File: src/rtl/rh_pkg.sv
package rh_pkg;
    localparam int SW     = 32;
    localparam int B_CCS  = 0;
    localparam int B_PES  = 1;
    localparam int B_PSS  = 2;
    localparam int B_CSC  = 16;
    localparam int B_PESC = 17;
    localparam int B_PSSC = 18;
    localparam int B_RD   = 3;
    localparam int B_RHSC = 6;

    typedef enum logic [1:0] {
        FS_RESET   = 2'b00,
        FS_RESUME  = 2'b01,
        FS_OPER    = 2'b10,
        FS_SUSPEND = 2'b11
    } fs_e;

    typedef enum logic [1:0] {
        PS_DETACHED  = 2'b00,
        PS_ATTACHED  = 2'b01,
        PS_ENABLED   = 2'b10,
        PS_SUSPENDED = 2'b11
    } ps_e;
endpackage

File: src/rtl/rh_port_slice.sv
module rh_port_slice
    import rh_pkg::*;
(
    input  logic          clk,
    input  logic          rst_n,
    input  logic          hc_reset_i,
    input  logic          attach_i,
    input  logic          detach_i,
    input  logic          wakeup_i,
    input  logic          en_i,
    input  logic          susp_req_i,
    input  logic          clr_i,
    input  logic [2:0]    clr_mask_i,
    output logic [SW-1:0] status_o,
    output logic          ad_chg_o,
    output logic          wk_chg_o,
    output logic          cancel_o
);
    ps_e  state_q, state_d;
    logic csc_q, pesc_q, pssc_q;
    logic set_csc, set_pesc, set_pssc;

    // next-state process
    always_comb begin
        state_d  = state_q;
        set_csc  = 1'b0;
        set_pesc = 1'b0;
        set_pssc = 1'b0;
        ad_chg_o = 1'b0;
        wk_chg_o = 1'b0;
        if (hc_reset_i) begin
            state_d = PS_DETACHED;
        end else if (detach_i) begin
            if (state_q != PS_DETACHED) begin
                state_d  = PS_DETACHED;
                set_csc  = 1'b1;
                ad_chg_o = 1'b1;
                set_pesc = (state_q == PS_ENABLED) || (state_q == PS_SUSPENDED);
            end
        end else if (attach_i) begin
            set_csc  = 1'b1;
            ad_chg_o = (state_q == PS_DETACHED) || !csc_q;
            if (state_q == PS_DETACHED) state_d = PS_ATTACHED;
        end else begin
            unique case (state_q)
                PS_DETACHED: state_d = PS_DETACHED;
                PS_ATTACHED: if (en_i) state_d = PS_ENABLED;
                PS_ENABLED: begin
                    if (!en_i) begin
                        state_d  = PS_ATTACHED;
                        set_pesc = 1'b1;
                    end else if (susp_req_i) begin
                        state_d = PS_SUSPENDED;
                    end
                end
                PS_SUSPENDED: begin
                    if (wakeup_i) begin
                        state_d  = PS_ENABLED;
                        set_pssc = 1'b1;
                        wk_chg_o = 1'b1;
                    end else if (!en_i) begin
                        state_d  = PS_ATTACHED;
                        set_pesc = 1'b1;
                    end
                end
            endcase
        end
    end

    // state register process
    always_ff @(posedge clk or negedge rst_n) begin
        if (!rst_n) begin
            state_q  <= PS_DETACHED;
            csc_q    <= 1'b0;
            pesc_q   <= 1'b0;
            pssc_q   <= 1'b0;
            cancel_o <= 1'b0;
        end else begin
            state_q  <= state_d;
            csc_q    <= !hc_reset_i && (set_csc  || (csc_q  && !(clr_i && clr_mask_i[0])));
            pesc_q   <= !hc_reset_i && (set_pesc || (pesc_q && !(clr_i && clr_mask_i[1])));
            pssc_q   <= !hc_reset_i && (set_pssc || (pssc_q && !(clr_i && clr_mask_i[2])));
            cancel_o <= detach_i;
        end
    end

    // output process
    always_comb begin
        status_o         = '0;
        status_o[B_CCS]  = (state_q != PS_DETACHED);
        status_o[B_PES]  = (state_q == PS_ENABLED) || (state_q == PS_SUSPENDED);
        status_o[B_PSS]  = (state_q == PS_SUSPENDED);
        status_o[B_CSC]  = csc_q;
        status_o[B_PESC] = pesc_q;
        status_o[B_PSSC] = pssc_q;
    end

    AST_ATTACH_CONNECTS: assert property (@(posedge clk) disable iff (!rst_n)
        (attach_i && !detach_i && !hc_reset_i) |=> (status_o[B_CCS] && status_o[B_CSC]));
    AST_DETACH_DISCONNECTS: assert property (@(posedge clk) disable iff (!rst_n)
        (detach_i && !hc_reset_i) |=> !status_o[B_CCS]);
    AST_WAKE_RESUMES_PORT: assert property (@(posedge clk) disable iff (!rst_n)
        (wakeup_i && state_q == PS_SUSPENDED && !attach_i && !detach_i && !hc_reset_i)
        |=> (!status_o[B_PSS] && status_o[B_PSSC]));
    AST_RESET_CLEARS_WORD: assert property (@(posedge clk) disable iff (!rst_n)
        hc_reset_i |=> (status_o == '0));
    AST_DETACH_CANCELS: assert property (@(posedge clk) disable iff (!rst_n)
        detach_i |=> cancel_o);
    AST_CLEAR_ONE: assert property (@(posedge clk) disable iff (!rst_n)
        (clr_i && clr_mask_i[0] && !attach_i && !detach_i && !hc_reset_i) |=> !status_o[B_CSC]);
    AST_CLEAR_ZERO_KEEPS: assert property (@(posedge clk) disable iff (!rst_n)
        (clr_i && !clr_mask_i[0] && status_o[B_CSC] && !hc_reset_i) |=> status_o[B_CSC]);
endmodule

File: src/rtl/rh_hc_fsm.sv
module rh_hc_fsm
    import rh_pkg::*;
(
    input  logic       clk,
    input  logic       rst_n,
    input  logic       hc_reset_i,
    input  logic       any_wake_i,
    input  logic       fs_wr_i,
    input  logic [1:0] fs_wr_val_i,
    output logic [1:0] fs_o,
    output logic       resume_hit_o
);
    fs_e fs_q, fs_d;

    // next-state process
    always_comb begin
        fs_d = fs_q;
        if (hc_reset_i) begin
            fs_d = FS_RESET;
        end else begin
            unique case (fs_q)
                FS_SUSPEND: begin
                    if (any_wake_i) fs_d = FS_RESUME;
                    else if (fs_wr_i) fs_d = fs_e'(fs_wr_val_i);
                end
                FS_RESET, FS_RESUME, FS_OPER: begin
                    if (fs_wr_i) fs_d = fs_e'(fs_wr_val_i);
                end
            endcase
        end
    end

    // state register process
    always_ff @(posedge clk or negedge rst_n) begin
        if (!rst_n) fs_q <= FS_RESET;
        else        fs_q <= fs_d;
    end

    // output process
    always_comb begin
        fs_o         = fs_q;
        resume_hit_o = any_wake_i && !hc_reset_i && (fs_q == FS_SUSPEND);
    end

    AST_SUSPEND_TO_RESUME: assert property (@(posedge clk) disable iff (!rst_n)
        resume_hit_o |=> (fs_o == FS_RESUME));
    AST_RESET_STATE: assert property (@(posedge clk) disable iff (!rst_n)
        hc_reset_i |=> (fs_o == FS_RESET));
    AST_WRITE_LOADS: assert property (@(posedge clk) disable iff (!rst_n)
        (fs_wr_i && !hc_reset_i && !(any_wake_i && fs_o == FS_SUSPEND)) |=> (fs_o == $past(fs_wr_val_i)));
endmodule

File: src/rtl/usb_rh_port_tracker.sv
module usb_rh_port_tracker
    import rh_pkg::*;
#(
    parameter int NPORTS = 3,
    parameter int IRQ_W  = 8,
    localparam int PW    = (NPORTS > 1) ? $clog2(NPORTS) : 1
) (
    input  logic                 clk,
    input  logic                 rst_n,
    input  logic                 hc_reset_i,
    input  logic [NPORTS-1:0]    attach_i,
    input  logic [NPORTS-1:0]    detach_i,
    input  logic [NPORTS-1:0]    wakeup_i,
    input  logic [NPORTS-1:0]    port_en_i,
    input  logic [NPORTS-1:0]    susp_req_i,
    input  logic                 chg_clr_i,
    input  logic [PW-1:0]        chg_clr_port_i,
    input  logic [2:0]           chg_clr_mask_i,
    input  logic                 fs_wr_i,
    input  logic [1:0]           fs_wr_val_i,
    output logic [NPORTS*SW-1:0] port_status_o,
    output logic [1:0]           fs_o,
    output logic [IRQ_W-1:0]     int_set_o,
    output logic [NPORTS-1:0]    cancel_o
);
    logic [NPORTS-1:0] ad_chg, wk_chg;
    logic              resume_hit;
    logic [IRQ_W-1:0]  int_d;

    for (genvar i = 0; i < NPORTS; i++) begin : g_port
        rh_port_slice u_slice (
            .clk        (clk),
            .rst_n      (rst_n),
            .hc_reset_i (hc_reset_i),
            .attach_i   (attach_i[i]),
            .detach_i   (detach_i[i]),
            .wakeup_i   (wakeup_i[i]),
            .en_i       (port_en_i[i]),
            .susp_req_i (susp_req_i[i]),
            .clr_i      (chg_clr_i && (chg_clr_port_i == PW'(i))),
            .clr_mask_i (chg_clr_mask_i),
            .status_o   (port_status_o[i*SW +: SW]),
            .ad_chg_o   (ad_chg[i]),
            .wk_chg_o   (wk_chg[i]),
            .cancel_o   (cancel_o[i])
        );
    end

    rh_hc_fsm u_fsm (
        .clk          (clk),
        .rst_n        (rst_n),
        .hc_reset_i   (hc_reset_i),
        .any_wake_i   (|wakeup_i),
        .fs_wr_i      (fs_wr_i),
        .fs_wr_val_i  (fs_wr_val_i),
        .fs_o         (fs_o),
        .resume_hit_o (resume_hit)
    );

    always_comb begin
        int_d         = '0;
        int_d[B_RD]   = resume_hit;
        int_d[B_RHSC] = (|ad_chg) || ((|wk_chg) && !resume_hit);
    end

    always_ff @(posedge clk or negedge rst_n) begin
        if (!rst_n) int_set_o <= '0;
        else        int_set_o <= int_d;
    end

    AST_RHSC_ONLY_ON_CHANGE: assert property (@(posedge clk) disable iff (!rst_n)
        int_set_o[B_RHSC] |-> (port_status_o != $past(port_status_o)));
    AST_RD_REPLACES_RHSC: assert property (@(posedge clk) disable iff (!rst_n)
        ((|wakeup_i) && fs_o == 2'b11 && !hc_reset_i && !(|attach_i) && !(|detach_i))
        |=> (int_set_o[B_RD] && !int_set_o[B_RHSC]));
    AST_RESET_NO_IRQ: assert property (@(posedge clk) disable iff (!rst_n)
        hc_reset_i |=> (int_set_o == '0));
endmodule

File: config.mk
export PLATFORM = sky130hd
export DESIGN_NAME = usb_rh_port_tracker
export DESIGN_NICKNAME = d
export VERILOG_FILES = /design/src/rtl/rh_pkg.sv /design/src/rtl/rh_port_slice.sv /design/src/rtl/rh_hc_fsm.sv /design/src/rtl/usb_rh_port_tracker.sv
export SDC_FILE = /design/constraint.sdc
export NUM_CORES = 1
export LEC_CHECK = 0
export BUFFER_PORTS_ARGS = -buffer_cell sky130_fd_sc_hd__buf_2
export CORE_UTILIZATION = 42
export CTS_BUF_LIST = sky130_fd_sc_hd__clkbuf_16
export DETAILED_ROUTE_END_ITERATION = 12
export PLACE_DENSITY = 0.84
export SLEW_MARGIN = 40
export SYNTH_ARGS = -nofsm -noshare
export SYNTH_HDL_FRONTEND = slang
export SYNTH_SLANG_ARGS = --single-unit
File: constraint.sdc
create_clock -name clk -period 1.6 [get_ports clk]
set_input_delay 0.24 -clock clk [delete_from_list [all_inputs] [get_ports clk]]
set_output_delay 0.24 -clock clk [all_outputs]
set_load 0.05 [all_outputs]
==> flow_summary_export.csv, run 1 <==
group,metric,value,unit
outcome,status,"finished clean",
synth,async_flop_share,100,%
synth,synth_edf_count,0,
drt,met2_length,1740,um
synth,synth_warnings,0,
finish,final_common_cell,"conb_1",
sta,worst_slack,0.0735,ns
sta,max_freq,655,MHz
clocking,htree_levels,1,
critical_path,rrSetupSlack,0.07,ns
critical_path,crit_required,1.75,ns
drt,top_layer,"met4",
synth,synth-seq-cells,22,
drt,drtIter0Drc,84,
global_routing,grt_pass1_wl,5480,um
power,seqPwrFrac,29.9,%
sta,maxSlewHeadroom,66.2,%
clocking,ctsLongestPathBuffers,2,
synth,syn_area,1950,um^2
floorplan,fp.dieH,70.1,um
power,ir_drop,0.583,mV
synth,synthCells,240,
clocking,path_clk_slew,0.06,ns
drt,wl_met1,1430,um
critical_path,max_stage_delay,0.49,ns
sta,period_minus_slack,1.53,ns
critical_path,timing.rr.end,"g_port[2].u_slice.state_q[0]",
finish,layout_common_cells,"conb_1 (84), buf_2 (51), dfrtp_1 (20)",
drt,antenna_left,0,
power,powerDensity,1000,nW/um^2
clocking,post_cts_buffers,0,
critical_path,path_class,"flip-flop to flip-flop",
floorplan,coreArea,4410,um^2
finish,area_growth_syn_to_layout,1.41,%
critical_path,r2r-start,"g_port[2].u_slice.state_q[1]",
worst_hold_path,worstHoldStart,"detach_i[0]",
drt,via_per_inst,4.38,
critical_path,path_cells,"and2_1 > a211oi_2 > or3_2 > and3_1",
power,comb_power_share,34.5,%
finish,layout-drive-gt1-share,23.9,%
synth,avgSynthCellArea,8.11,um^2
drt,dr_wl_met3,276,um
finish,final_cell_area,1970,um^2
drt,route.detailed.drc,0,
global_routing,grt.total_usage,13.9,%
critical_path,cp-end-kind,"flip-flop",
sta,finalClockSkew,0.00390,ns
floorplan,placement_rows,24,
sta,finalCritPeriodShare,95.4,%
placed_design,gp_congestion,0.813,
finish,final_nets,308,
sta,rsz0062_at_grt,"false",
floorplan,start_util,44.1,%
placed_design,placedInstanceArea,1850,um^2
floorplan,pin_count,136,
clocking,cts-root-buf,"clkbuf_16",
sta,tightest_slew,0.507,ns
floorplan,die_w,70.1,um
global_routing,grt_max_degree,23,
sta,finalMaxSlewViolations,0,
global_routing,antenna_found_initial,0,
power,p_clk_share,35.6,%
critical_path,slowest_stage,"dfrtp_1",
power,swShare,41.7,%
power,p_sw,828,uW
critical_path,critPathTopFamily,"simple AND/OR/NAND/NOR gates",
placed_design,port_buffers,51,
clocking,cts_tree,"yes",
drt,wirelength,3520,um
drt,wl_per_cell,10.6,um
floorplan,die_area,4910,um^2
placed_design,place_hpwl,2760,um
clocking,clock_latency,0.26,ns
sta,final_hold_viol_count,0,
clocking,cts_buffers,3,
power,leakage,0.00113,uW
critical_path,crit_fanout,10,
clocking,cts.sinks,22,
power,p_int,1160,uW
synth,ys_seq_area_share,28.3,%
critical_path,start_kind,"flip-flop",
critical_path,cp_num_buf_inv,0,
finish,insertedDiodeCount,0,
worst_hold_path,hp-class,"primary input to flip-flop",
synth,synth_cell_types,37,
worst_hold_path,holdPathStages,1,
finish,fin_util,44.7,%
placed_design,pre_cts_slack,0.0897,ns
critical_path,ff2ff_path_depth,4,
global_routing,grt_pass1_vias,1182,
drt,vias,1454,
worst_hold_path,holdPathEnd,"g_port[0].u_slice.cancel_o",
synth,synthFlopType,"dfrtp_1",
critical_path,worstPathArrival,1.67,ns
global_routing,grt.overflow.total,0,
power,power,1980,uW
sta,tns,0,ns
sta,setup_violations,0,
flow_run,drv_cap,0,
drt,first_pass_iters,4,
==> power groups by stage <==
stage | logic [uW] | registers, uW | clock network, uW
after floorplan | 733 | 622 | 0
after global placement | 672 | 602 | 0
after detailed placement | 679 | 603 | 0
after CTS | 681 | 593 | 712
after global routing | 716 | 596 | 735
final | 685 | 593 | 706
==> worst reg2reg max path, cell delays in order (launching register included) <==
cell,delay [ns]
dfrtp_1,0.49
and2_1,0.20
a211oi_2,0.10
or3_2,0.45
and3_1,0.19
==> Yosys cell counts, types with 3 or more instances <==
cell       n  share of area [%]
inv_1     11                2.1
and2_1     4                1.3
or4_1      3                1.2
o21ai_0   13                3.3
nand2_1   19                3.7
dfrtp_1   22                 28
a31oi_1    3               0.96
clkbuf_1   4               0.77
buf_4     97                 37
a21oi_1   14                3.6
nor2_1     8                1.5
a211oi_1   5                1.9
nor3b_1    4                1.5
nand3b_1   4                1.5
==> flip-flops by register name (all words and copies together) (netlist names) <==
| register | count |
|---|---|
| g_port.u_slice.cancel_o | 3 |
| g_port.u_slice.csc_q | 3 |
| g_port.u_slice.pesc_q | 3 |
| g_port.u_slice.pssc_q | 3 |
| g_port.u_slice.state_q | 6 |
| int_set_o | 2 |
| u_fsm.fs_o | 2 |
==> worst max-delay path by stage <==
| stage | start | end | slack [ns] | cells after the start |
|---|---|---|---|---|
| 2_1_floorplan | g_port[2].u_slice.state_q[0] | int_set_o[6] | 0.01 | 5 |
| 3_3_place_gp | g_port[2].u_slice.state_q[1] | int_set_o[6] | 0.14 | 4 |
| 3_5_place_dp | g_port[2].u_slice.state_q[1] | g_port[2].u_slice.state_q[0] | 0.09 | 4 |
| 4_1_cts | g_port[2].u_slice.state_q[1] | g_port[2].u_slice.state_q[0] | 0.08 | 4 |
| 5_1_grt | g_port[2].u_slice.state_q[1] | g_port[2].u_slice.state_q[0] | 0.003 | 4 |
| 6_report | g_port[2].u_slice.state_q[1] | g_port[2].u_slice.state_q[0] | 0.07 | 4 |
==> routing by layer <==
metal | track usage [%] | vias up
li1 | - | 700
met1 | 17.8 | 667
met2 | 22.9 | 83
met4 | 6.89 | 0
met5 | 0 | -
met3 | 2.16 | 4
==> cells by family after synthesis <==
| logic type | share of synthesized area (%) |
|---|---|
| DFF | 28.3 |
| and+or+nand+nor | 15.9 |
| muxes | 1.61 |
| AOI/OAI and AO/OA | 12.9 |
| buffers and inverters | 41.1 |
| other | 0.193 |
==> metrics by stage <==
stage               hold slack [ns]  instances
CTS                           0.177        332
global route                  0.177        332
global placement              0.234        327
finish                        0.182        332
floorplan                   -0.0556        323
detailed placement            0.243        327
==> cell type report <==
class | instances | area (um^2)
fillers | 451 | 2440
multi-input cells | 187 | 915
flip-flops and latches | 22 | 553
repair buffers | 56 | 295
clock buffers | 3 | 75.1
well taps | 52 | 65.1
inverters | 11 | 41.3
clock inverters | 1 | 30.0
==> timing repair <==
action / CTS / global route
endpoints found under the hold margin: 22 / 0
resized for setup: 0 / 1
hold buffers: 1 / 0
endpoints found under the setup margin: 0 / 2
Note: power is estimated with default switching activity, not from simulation.
==> run 2, diff against run 1 <==
CORE_ASPECT_RATIO = 0.9   (was unset)
CTS_BUF_LIST = unset   (was sky130_fd_sc_hd__clkbuf_16)
==> run 2 against run 1 <==
  * Utilization fell by 1.1 points
  * Total power fell by 9.1%
  * First-iteration DRC count rose by 48%
  * Wire length rose by 2.5%
  * Via count rose by 1.2%
  * Clock power fell by 26%
  * Cell count rose by 3.0%
  * Sequential power barely moved
  * Sequential share of layout area rose by 0.38 points
  * Highest routed layer unchanged
==> flow_summary_export.csv, run 2 (synthesis results as in run 1) <==
group,metric,value,unit
outcome,status,"finished clean",
drt,drtIter0Drc,124,
global_routing,grt_pass1_wl,5200,um
clocking,cts_tree,"yes",
sta,final_hold_viol_count,0,
clocking,htree_levels,1,
worst_hold_path,hp-class,"primary input to flip-flop",
power,powerDensity,925,nW/um^2
finish,final_cell_area,1950,um^2
critical_path,start_kind,"flip-flop",
global_routing,grt_use_met1,16.6,%
global_routing,grt_pass1_vias,1174,
finish,largest-register,"g_port.u_slice.state_q",
sta,finalMaxSlewViolations,0,
clocking,clock_latency,0.27,ns
critical_path,timing.rr.end,"int_set_o[6]",
critical_path,r2r-start,"g_port[2].u_slice.state_q[0]",
floorplan,fp.dieH,66.6,um
clocking,post_cts_buffers,0,
power,leakage,0.00111,uW
global_routing,met2_usage,24.2,%
floorplan,coreArea,4460,um^2
global_routing,grt_max_degree,23,
flow_run,drv_cap,0,
drt,vias,1472,
drt,antenna_left,0,
floorplan,die_area,4910,um^2
finish,regArea,553,um^2
placed_design,place_hpwl,2880,um
critical_path,worstPathArrival,1.68,ns
critical_path,endpoint,"int_set_o[6]",
drt,wirelength,3610,um
sta,finalCritPeriodShare,96.5,%
sta,setup_violations,0,
drt,route.detailed.drc,0,
critical_path,max_stage_delay,0.52,ns
drt,via_per_inst,4.30,
floorplan,pin_count,136,
critical_path,path_cells,"or2_4 > nand2_1 > a31oi_1 > or4_1",
sta,rsz0062_at_grt,"false",
clocking,cts.sinks,22,
clocking,cts-root-buf,"clkbuf_8",
global_routing,antenna_found_initial,0,
placed_design,pre_cts_slack,0.0874,ns
critical_path,critPathLaunch,"g_port[2].u_slice.state_q[0]",
finish,layout_common_cells,"conb_1 (84), buf_2 (51), dfrtp_1 (20)",
global_routing,met3_usage,1.21,%
floorplan,start_util,43.6,%
critical_path,rrSetupSlack,0.06,ns
placed_design,gp_congestion,0.773,
placed_design,placedInstanceArea,1870,um^2
finish,largest_reg_flops,6,
finish,area_growth_syn_to_layout,0.0644,%
critical_path,crit_required,1.74,ns
sta,tns,0,ns
finish,multi_input_area,910,um^2
critical_path,crit_fanout,10,
critical_path,path_class,"flip-flop to flip-flop",
placed_design,port_buffers,51,
global_routing,busiest_layer,"met2",
placed_design,dp_cells,337,
finish,final_common_cell,"conb_1",
floorplan,die_w,73.8,um
critical_path,ff2ff_path_depth,4,
clocking,ctsLongestPathBuffers,2,
finish,insertedDiodeCount,0,
sta,period_minus_slack,1.54,ns
sta,worst_slack,0.0552,ns
global_routing,grt.overflow.total,0,
critical_path,cp-end-kind,"flip-flop",
sta,finalClockSkew,0.00470,ns
finish,layout-drive-gt1-share,23.6,%
floorplan,placement_rows,23,
clocking,cts_buffers,3,
drt,first_pass_iters,6,
clocking,path_clk_slew,0.08,ns
power,ir_drop,0.336,mV
global_routing,grt.total_usage,13.9,%
critical_path,slowest_stage,"or4_1",
finish,fin_cells,342,
finish,fillers,442,
drt,wl_per_cell,10.5,um
sta,max_freq,647,MHz
finish,final_nets,308,
-- run 2: report_power, final --
part	switching [uW]	internal (uW)
sequential	17.0	576
clock	190	335
combinational	603	81.0
-- run 2: metrics by stage --
step / total power [uW] / hold slack [ns] / utilization, %
after floorplan: 1360 / -0.0556 / -
after global placement: 1280 / 0.234 / 41.9
after detailed placement: 1280 / 0.234 / 41.9
after CTS: 1810 / 0.160 / 43.7
after global routing: 1860 / 0.159 / 43.7
final: 1800 / 0.164 / 43.7
-- run 2: cell type report --
class	count	area share, %
clock buffer	3	2.12
tap	62	3.98
multi-input combinational	187	46.7
clock inverter	1	1.54
sequential	22	28.4
inverter	11	2.12
timing repair buffer	56	15.2
-- run 2: what timing repair did --
item / in CTS / in global routing
resized for setup: 0 / 0
hold endpoints to repair: 22 / 0
hold buffers: 1 / 0
-- run 2: layer usage --
layer  vias up  wire [um]
met1       685       1480
met5         -          0
met4         0         85
met2        84       1780
li1        694          -
met3         9        257
-- run 2: worst max-delay path: cells and delay by family, from the launching register on --
| kind | cells | cell delay, ns |
|---|---|---|
| AO/OA/AOI/OAI | 1 | 0.07 |
| flip-flops | 1 | 0.47 |
| AND/OR/NAND/NOR | 3 | 0.88 |
-- run 2: worst min-delay path by stage --
stage / end / cells after the start / startpoint
after floorplan: g_port[0].u_slice.cancel_o / 0 / rst_n
after global placement: g_port[2].u_slice.cancel_o / 1 / rst_n
after detailed placement: g_port[2].u_slice.cancel_o / 1 / rst_n
after CTS: g_port[2].u_slice.cancel_o / 1 / detach_i[2]
after global routing: g_port[0].u_slice.cancel_o / 1 / detach_i[0]
final: g_port[1].u_slice.cancel_o / 1 / detach_i[1]
